<file path="config.mk">
export PLATFORM = sky130hd
export DESIGN_NAME = dma_req_arbiter
export DESIGN_NICKNAME = d
export VERILOG_FILES = /design/src/rtl/dma_arb_pkg.sv /design/src/rtl/dma_arb_regs.sv /design/src/rtl/dma_arb_reqcond.sv /design/src/rtl/dma_arb_prio.sv /design/src/rtl/dma_req_arbiter.sv
export SDC_FILE = /design/constraint.sdc
export NUM_CORES = 1
export LEC_CHECK = 0
export CAP_MARGIN = 10
export CORE_UTILIZATION = 27
export DETAILED_ROUTE_END_ITERATION = 12
export DONT_BUFFER_PORTS = 1
export GPL_ROUTABILITY_DRIVEN = 0
export MAX_ROUTING_LAYER = met4
export PLACE_DENSITY_LB_ADDON = 0.15
export SETUP_SLACK_MARGIN = 0.3
export SYNTH_ARGS = -nofsm -noshare
export SYNTH_HDL_FRONTEND = slang
export SYNTH_SLANG_ARGS = --single-unit
</file>
<file path="constraint.sdc">
create_clock -name clk -period 2.78 [get_ports clk]
set_clock_uncertainty 0.15 [all_clocks]
set_input_delay 0.556 -clock clk [delete_from_list [all_inputs] [get_ports clk]]
set_output_delay 0.556 -clock clk [all_outputs]
set_load 0.1 [all_outputs]
</file>
<file path="src/rtl/dma_arb_pkg.sv">
package dma_arb_pkg;

  typedef enum logic [1:0] {
    ST_IDLE  = 2'd0,
    ST_WAIT  = 2'd1,
    ST_GRANT = 2'd2
  } arb_state_e;

  typedef struct packed {
    logic ack_high;
    logic req_low;
    logic rotate;
  } arb_cmd_t;

  localparam logic [1:0] REG_CMD  = 2'd0;
  localparam logic [1:0] REG_MASK = 2'd1;
  localparam logic [1:0] REG_SWRQ = 2'd2;
  localparam logic [1:0] REG_CASC = 2'd3;

endpackage

</file>
<file path="src/rtl/dma_arb_regs.sv">
module dma_arb_regs
  import dma_arb_pkg::*;
#(
  parameter int NCH = 4
) (
  input  logic           clk,
  input  logic           rst_n,
  input  logic           wr_en,
  input  logic [1:0]     wr_addr,
  input  logic [NCH-1:0] wr_data,
  output arb_cmd_t       cmd_q,
  output logic [NCH-1:0] mask_q,
  output logic [NCH-1:0] swrq_q,
  output logic [NCH-1:0] casc_q
);

  arb_cmd_t       cmd_d;
  logic [NCH-1:0] mask_d, swrq_d, casc_d;
  logic           cmd_en, mask_en, swrq_en, casc_en;

  always_comb begin
    cmd_en  = wr_en && (wr_addr == REG_CMD);
    mask_en = wr_en && (wr_addr == REG_MASK);
    swrq_en = wr_en && (wr_addr == REG_SWRQ);
    casc_en = wr_en && (wr_addr == REG_CASC);
    cmd_d   = '{ack_high: wr_data[2], req_low: wr_data[1], rotate: wr_data[0]};
    mask_d  = wr_data;
    swrq_d  = wr_data;
    casc_d  = wr_data;
  end

  always_ff @(posedge clk or negedge rst_n) begin
    if (!rst_n) begin
      cmd_q  <= '0;
      mask_q <= '1;
      swrq_q <= '0;
      casc_q <= '0;
    end else begin
      if (cmd_en)  cmd_q  <= cmd_d;
      if (mask_en) mask_q <= mask_d;
      if (swrq_en) swrq_q <= swrq_d;
      if (casc_en) casc_q <= casc_d;
    end
  end

endmodule

</file>
<file path="src/rtl/dma_arb_reqcond.sv">
module dma_arb_reqcond #(
  parameter int NCH = 4
) (
  input  logic [NCH-1:0] dreq_in,
  input  logic           req_low,
  input  logic [NCH-1:0] mask_q,
  input  logic [NCH-1:0] swrq_q,
  input  logic [NCH-1:0] casc_q,
  output logic [NCH-1:0] eff_req
);

  logic [NCH-1:0] pin_req;
  logic [NCH-1:0] sw_ok;

  for (genvar c = 0; c < NCH; c++) begin : g_ch
    // polarity decode, then software requests only for non-cascade channels
    assign pin_req[c] = dreq_in[c] ^ req_low;
    assign sw_ok[c]   = swrq_q[c] & ~casc_q[c];
    assign eff_req[c] = (pin_req[c] | sw_ok[c]) & ~mask_q[c];
  end

endmodule

</file>
<file path="src/rtl/dma_arb_prio.sv">
module dma_arb_prio #(
  parameter int NCH = 4,
  localparam int IW = $clog2(NCH)
) (
  input  logic [NCH-1:0] req,
  input  logic           rotate,
  input  logic [IW-1:0]  last_q,
  output logic           found,
  output logic [IW-1:0]  win
);

  logic [IW-1:0] base;
  logic [IW:0]   pos;
  logic [IW-1:0] idx;

  always_comb begin
    if (!rotate) begin
      base = '0;
    end else if (last_q == IW'(NCH - 1)) begin
      base = '0;
    end else begin
      base = last_q + IW'(1);
    end
  end

  always_comb begin
    found = 1'b0;
    win   = '0;
    pos   = '0;
    idx   = '0;
    for (int i = 0; i < NCH; i++) begin
      pos = {1'b0, base} + (IW+1)'(i);
      if (pos >= (IW+1)'(NCH)) pos = pos - (IW+1)'(NCH);
      idx = pos[IW-1:0];
      if (!found && req[idx]) begin
        found = 1'b1;
        win   = idx;
      end
    end
  end

endmodule

</file>
<file path="src/rtl/dma_req_arbiter.sv">
module dma_req_arbiter
  import dma_arb_pkg::*;
#(
  parameter int NCH = 4,
  localparam int IW = $clog2(NCH)
) (
  input  logic           clk,
  input  logic           rst_n,
  input  logic           wr_en,
  input  logic [1:0]     wr_addr,
  input  logic [NCH-1:0] wr_data,
  input  logic [NCH-1:0] dreq_in,
  input  logic           hold_ack,
  output logic           hold_req,
  output logic [NCH-1:0] dack_out,
  output logic           xfer_en
);

  arb_cmd_t       cmd_q;
  logic [NCH-1:0] mask_q, swrq_q, casc_q;
  logic [NCH-1:0] eff_req;
  logic           any_req, found;
  logic [IW-1:0]  win;

  arb_state_e     state_q, state_d;
  logic [IW-1:0]  gnt_q, gnt_d;
  logic [IW-1:0]  last_q, last_d;
  logic           gnt_en, last_en;
  logic [NCH-1:0] act_vec;

  dma_arb_regs #(.NCH(NCH)) u_regs (
    .clk     (clk),
    .rst_n   (rst_n),
    .wr_en   (wr_en),
    .wr_addr (wr_addr),
    .wr_data (wr_data),
    .cmd_q   (cmd_q),
    .mask_q  (mask_q),
    .swrq_q  (swrq_q),
    .casc_q  (casc_q)
  );

  dma_arb_reqcond #(.NCH(NCH)) u_cond (
    .dreq_in (dreq_in),
    .req_low (cmd_q.req_low),
    .mask_q  (mask_q),
    .swrq_q  (swrq_q),
    .casc_q  (casc_q),
    .eff_req (eff_req)
  );

  dma_arb_prio #(.NCH(NCH)) u_prio (
    .req    (eff_req),
    .rotate (cmd_q.rotate),
    .last_q (last_q),
    .found  (found),
    .win    (win)
  );

  assign any_req = |eff_req;

  // next-state logic
  always_comb begin
    state_d = state_q;
    gnt_d   = gnt_q;
    gnt_en  = 1'b0;
    last_d  = last_q;
    last_en = 1'b0;
    unique case (state_q)
      ST_IDLE: begin
        if (any_req) state_d = ST_WAIT;
      end
      ST_WAIT: begin
        if (!any_req) begin
          state_d = ST_IDLE;
        end else if (hold_ack && found) begin
          state_d = ST_GRANT;
          gnt_d   = win;
          gnt_en  = 1'b1;
        end
      end
      ST_GRANT: begin
        if (!eff_req[gnt_q]) begin
          state_d = ST_IDLE;
          last_d  = gnt_q;
          last_en = 1'b1;
        end
      end
      default: state_d = ST_IDLE;
    endcase
  end

  // registers
  always_ff @(posedge clk or negedge rst_n) begin
    if (!rst_n) begin
      state_q <= ST_IDLE;
      gnt_q   <= '0;
      last_q  <= IW'(NCH - 1);
    end else begin
      state_q <= state_d;
      if (gnt_en)  gnt_q  <= gnt_d;
      if (last_en) last_q <= last_d;
    end
  end

  // outputs
  always_comb begin
    act_vec  = (state_q == ST_GRANT) ? (NCH'(1) << gnt_q) : '0;
    dack_out = cmd_q.ack_high ? act_vec : ~act_vec;
    hold_req = (state_q != ST_IDLE);
    xfer_en  = (state_q == ST_GRANT) && !casc_q[gnt_q];
  end

endmodule

</file>
== Word level (Yosys, flattened, before mapping) ==
Cells that the tools add are included.
Widths: inputs -> output; s select.

* $add $sub $neg: 8
* Shifts and indexed selects: 1
* Order comparisons: 9
* Eq/ne operators: 9
* Bitwise gates (word level): 26
* Reduce and logical (&&, ||, !) cells: 20
* Multiplexer cells: 38

{| class="wikitable"
|+ Operators by type and width
! operator !! number
|-
| $mux 2 || 14
|-
| $lt 2x3->1 const B || 5
|-
| $mux 1 || 15
|-
| $bmux 1 s2 || 6
|-
| $ge 3x3->1 const B || 3
|-
| $logic_and 1x1->1 || 9
|-
| $not 1->1 || 9
|-
| $and 1x1->1 || 8
|-
| $eq 2x2->1 const B || 4
|-
| $mux 4 || 2
|-
| $sub 2x1->2 const B || 4
|-
| $add 2x2->3 const B || 2
|-
| $pmux 2 s3 || 1
|-
| $reduce_and 3->1 || 2
|-
| $eq 2x1->1 const B || 2
|-
| $logic_not 1->1 || 4
|-
| $logic_not 2->1 || 2
|-
| $ne 2x2->1 const B || 2
|-
| $not 4->4 || 1
|-
| $or 1x1->1 || 4
|-
| $reduce_and 4->1 || 1
|-
| $reduce_or 4->1 || 1
|-
| $shl 1x2->4 const A || 1
|-
| $xor 1x1->1 || 4
|-
| other kinds (5) || 5
|}

* Register bits: 21
* Bits of input ports: 14

== Depth between registers and ports, before layout ==
* Depth in word-level cells: 22
* Gate-level depth with buffers: 8
* Mapped depth without buffers: 7

== Modules after synthesis ==
Synthesis repeated with hierarchy kept, for this count alone.

* Cell total of the unflattened synthesis: 118
* Area total of the unflattened synthesis: 1330.0 sq um

{| class="wikitable"
|+ Modules (own cells, without submodules)
! module !! cells an instance !! instances !! area each (sq um) !! sequential area each (sq um)
|-
| dma_arb_regs || 34 || 1 || 581.8 || 380.4
|-
| dma_req_arbiter || 36 || 1 || 404.1 || 152.6
|-
| dma_arb_prio || 35 || 1 || 259.0 || 0.0
|-
| dma_arb_reqcond || 13 || 1 || 85.1 || 0.0
|}

== Least setup slack after synthesis ==
Ideal clock, no wire load.

* Path type: register -> output
* From: register gnt_q[1]
* To: output port dack_out[2]
* Path buffers: 1
* Arrival time: 2.235 ns
* Data required time: 2.074 ns
* Path slack: -0.161 ns
* Stages on the path, launching flop included: 4
* Path through: dfrtp_1 -> clkbuf_1 -> nor3b_1 -> xnor2_1

* Cells in the longest elaborated chain, start to end: 4

{| class="wikitable"
|+ RTL lines
! element !! line !! text
|-
| start, declared || dma_req_arbiter.sv:26 || <nowiki>logic [IW-1:0] gnt_q, gnt_d;</nowiki>
|-
| start signal, assigned || dma_req_arbiter.sv:101 || <nowiki>if (gnt_en) gnt_q <= gnt_d;</nowiki>
|-
| $shl 1x2->4 (*) || dma_req_arbiter.sv:108 || <nowiki>act_vec = (state_q == ST_GRANT) ? (NCH'(1) << gnt_q) : '0;</nowiki>
|-
| $mux 4 (*) || dma_req_arbiter.sv:108 ||
|-
| $not 4->4 || dma_req_arbiter.sv:109 || <nowiki>dack_out = cmd_q.ack_high ? act_vec : ~act_vec;</nowiki>
|-
| $mux 4 (*) || dma_req_arbiter.sv:109 ||
|-
| end, declared || dma_req_arbiter.sv:15 || <nowiki>output logic [NCH-1:0] dack_out,</nowiki>
|}

Every way passes the cells marked *; elsewhere a longest branch is shown, timed or not.

== Worst setup path in the final report ==
* From: register state_q[0]
* To: output port dack_out[2]

* Cells in the longest elaborated chain, start to end: 4

{| class="wikitable"
|+ RTL lines
! element !! line !! text
|-
| start, declared || dma_req_arbiter.sv:25 || <nowiki>arb_state_e state_q, state_d;</nowiki>
|-
| start signal, assigned || dma_req_arbiter.sv:100 || <nowiki>state_q <= state_d;</nowiki>
|-
| $eq 2x2->1 (*) || dma_req_arbiter.sv:108 ||
|-
| $mux 4 (*) || dma_req_arbiter.sv:108 ||
|-
| $not 4->4 || dma_req_arbiter.sv:109 ||
|-
| $mux 4 (*) || dma_req_arbiter.sv:109 ||
|}

Marked as above.

==> results.py <==
metrics = {
    "status": {
        "status": "finished, final reports clean",
    },
    "global_route": {
        "grt_pass1_wl_mm": 5.19,
        "grt_overflow": 0,
        "grt_max_degree": 22,
        "antenna_found_initial": 0,
        "grt_use_total": 0.129,
        "grt_pass1_vias": 1052,
    },
    "critical_path": {
        "r2r_start": "u_regs.cmd_q[1]",
        "rrSetupSlack_ns": 0.45,
        "critical_path.startpoint_type": "flip-flop",
        "endpoint": "dack_out[2]",
        "arrival_ns": 1.69,
        "worstSetupPathType": "reg2out",
        "startpoint": "state_q[0]",
        "worstRegToRegCells": 5,
        "critPathRequiredTime_ns": 2.07,
        "crit_fanout": 6,
        "end_kind": "output port",
        "timing.rr.end": "last_q[1]",
    },
    "cts": {
        "htreeDepth": 1,
        "tritoncts": "built",
        "clk_latency_ns": 0.25,
        "root_buffer": "clkbuf_8",
        "clk_pin_slew_ns": 0.07,
        "clockBufferDepth": 2,
        "clock-sinks": 21,
        "numCtsBuffers": 3,
    },
    "timing": {
        "setup_violations": 0,
        "period_minus_slack_ns": 2.40,
        "rsz0062_at_grt": "true",
        "hold_ws_ns": 0.247,
        "clock.fmax_ghz": 0.417,
        "slew_violations": 0,
        "relSlewSlack": 0.361,
        "timing.final.crit_share": 0.863,
        "hold_violations": 0,
        "finalWorstSetupSlack_ns": 0.382,
        "worst_slew_pin_slew_ns": 0.955,
    },
    "pwr": {
        "p_per_area_mw_per_mm2": 989,
        "leakage_nw": 0.647,
        "max-vdd-ir-drop_uv": 365,
    },
    "route": {
        "first_pass_iters": 4,
        "vias": 1050,
        "dr.max_layer_used": "met4",
        "route.met3.wl_um": 114,
        "met1_length_mm": 1.44,
        "drc": 0,
        "wl_mm": 3.19,
        "wl_per_cell_um": 15.6,
        "drt_iter0_drc": 58,
        "wl_met2_mm": 1.58,
        "viasPerCell": 5.12,
        "ant_nets": 0,
    },
    "logic_synthesis": {
        "ys_seq_elements": 21,
        "synth_async_sr_flop_share": 1.00,
        "synth.distinct_cells": 48,
        "yosysSeqAreaShare": 0.362,
        "ys.flop_type": "dfrtp_1",
        "synthCells": 129,
        "synth_fp_nets": 144,
        "syn_area_mm2": 0.00147,
        "synth_enable_flop_cells": 0,
        "avgSynthCellArea_um2": 11.4,
        "ys_warn_count": 0,
    },
    "die": {
        "die_h_um": 75.9,
        "die_width_um": 75.9,
        "core_mm2": 0.00517,
        "start_util": 0.285,
        "fp-row-count": 26,
        "die_area_mm2": 0.00575,
        "ios": 20,
    },
    "run": {
        "max_cap_violations": 0,
    },
    "layout": {
        "nFillCells": 534,
        "syn_to_final_growth_pct": 13.0,
        "layout_commonest_cell": "mux2_2",
        "layout.nets": 151,
        "n_antenna_cell": 0,
        "final_cell_mix": "mux2_2, dfrtp_1, buf_4",
        "fin_util": 0.322,
        "drive_gt1_frac": 0.444,
    },
    "place": {
        "place_ws_ns": 0.405,
        "hpwl_mm": 2.46,
        "port_buffers": 0,
    },
    "min_path": {
        "hp-class": "in2reg",
    },
}
==> layout make-up <==
type | count | area (um^2) | share of cell area
Clock buffer | 4 | 45.0 | 0.0271
Sequential cell | 21 | 534 | 0.321
Multi-Input combinational cell | 102 | 935 | 0.562
Timing Repair Buffer | 8 | 62.6 | 0.0376
Tap cell | 70 | 87.6 | 0.0526
==> kinds of logic (layout without fill, tap and decap cells) <==
group | count (synthesis) | after routing | share of synthesized area
AND/OR/NAND/NOR | 39 | 39 | 0.159
AO/OA/AOI/OAI | 31 | 31 | 0.166
multiplexers | 23 | 23 | 0.191
flip-flops | 21 | 21 | 0.362
XOR/XNOR | 8 | 8 | 0.0782
buffers and inverters | 6 | 12 | 0.0357
adder cells (fa/ha/maj) | 1 | 1 | 0.00849
==> metal layers <==
metal	vias up	track usage
met5	-	-
met4	0	0.0432
met3	6	0.0291
met2	18	0.199
met1	531	0.166
li1	495	-
==> critical path, stage by stage, from the launching register on <==
cell and delay, ns:
dfrtp_1 0.41, nand2b_1 0.29, nor3b_2 0.29, xnor2_2 0.13, buf_4 0.30
==> worst min-delay path by stage <==
stage,from,endpoint,slack (ns),cells after the start
final,hold_ack,state_q[0],0.25,1
after global routing,hold_ack,state_q[0],0.23,1
after CTS,hold_ack,state_q[0],0.24,1
after detailed placement,rst_n,u_regs.cmd_q[1],0.11,0
after global placement,rst_n,u_regs.cmd_q[1],0.11,0
after floorplan,rst_n,gnt_q[0],0.11,0
==> cell usage after synthesis (all sizes together), types with 2 or more instances <==
master / number / area, um^2
mux2: 18 / 206
dfrtp: 15 / 375
nor2: 7 / 31.3
a211oi: 6 / 50.1
a21o: 6 / 46.3
a21oi: 6 / 41.3
dfstp: 6 / 158
nand2: 6 / 25.0
xnor2: 6 / 97.6
nand2b: 5 / 31.3
nand3: 5 / 25.0
buf: 4 / 45.0
o21ai: 4 / 23.8
mux2i: 3 / 30.0
or2b: 3 / 25.0
a22oi: 2 / 15.0
clkbuf: 2 / 7.51
mux4: 2 / 45.0
nand3b: 2 / 15.0
nor3b: 2 / 15.0
or2: 2 / 12.5
xor2: 2 / 17.5
==> where the power goes <==
part	switching [mW]	internal (mW)	leakage (nW)	total, mW
combinational	0.557	0.367	0.383	0.924
clock	0.0931	0.102	0.0228	0.195
sequential	0.120	0.407	0.242	0.527
total	0.770	0.876	0.647	1.65
==> per-stage QoR <==
stage / cell area (um^2) / total power [mW] / cells / TNS (ns)
5_1_grt: 1660 / 1.76 / 205 / 0
4_1_cts: 1640 / 1.63 / 203 / 0
6_report: 1660 / 1.65 / 205 / 0
3_3_place_gp: 1580 / 1.41 / 198 / 0
2_1_floorplan: 1500 / 1.29 / 129 / -0.112
3_5_place_dp: 1580 / 1.42 / 198 / 0
==> flip-flops by register name, summed over array words and instances, names as in the netlist <==
signal         flops
u_regs.cmd_q       3
last_q             2
gnt_q              2
u_regs.casc_q      4
state_q            2
u_regs.mask_q      4
u_regs.swrq_q      4
==> timing repair <==
| item | 4_1_cts | 5_1_grt |
|---|---|---|
| gates resized for setup | 2 | 2 |
| buffers inserted | 0 | 2 |
| endpoints found under the setup margin | 2 | 3 |
| hold buffers | 1 | 0 |
| pin swaps | 0 | 0 |
| hold endpoints to repair | 21 | 0 |
| cloned | 0 | 0 |
Power figures use the tool's default switching activity.
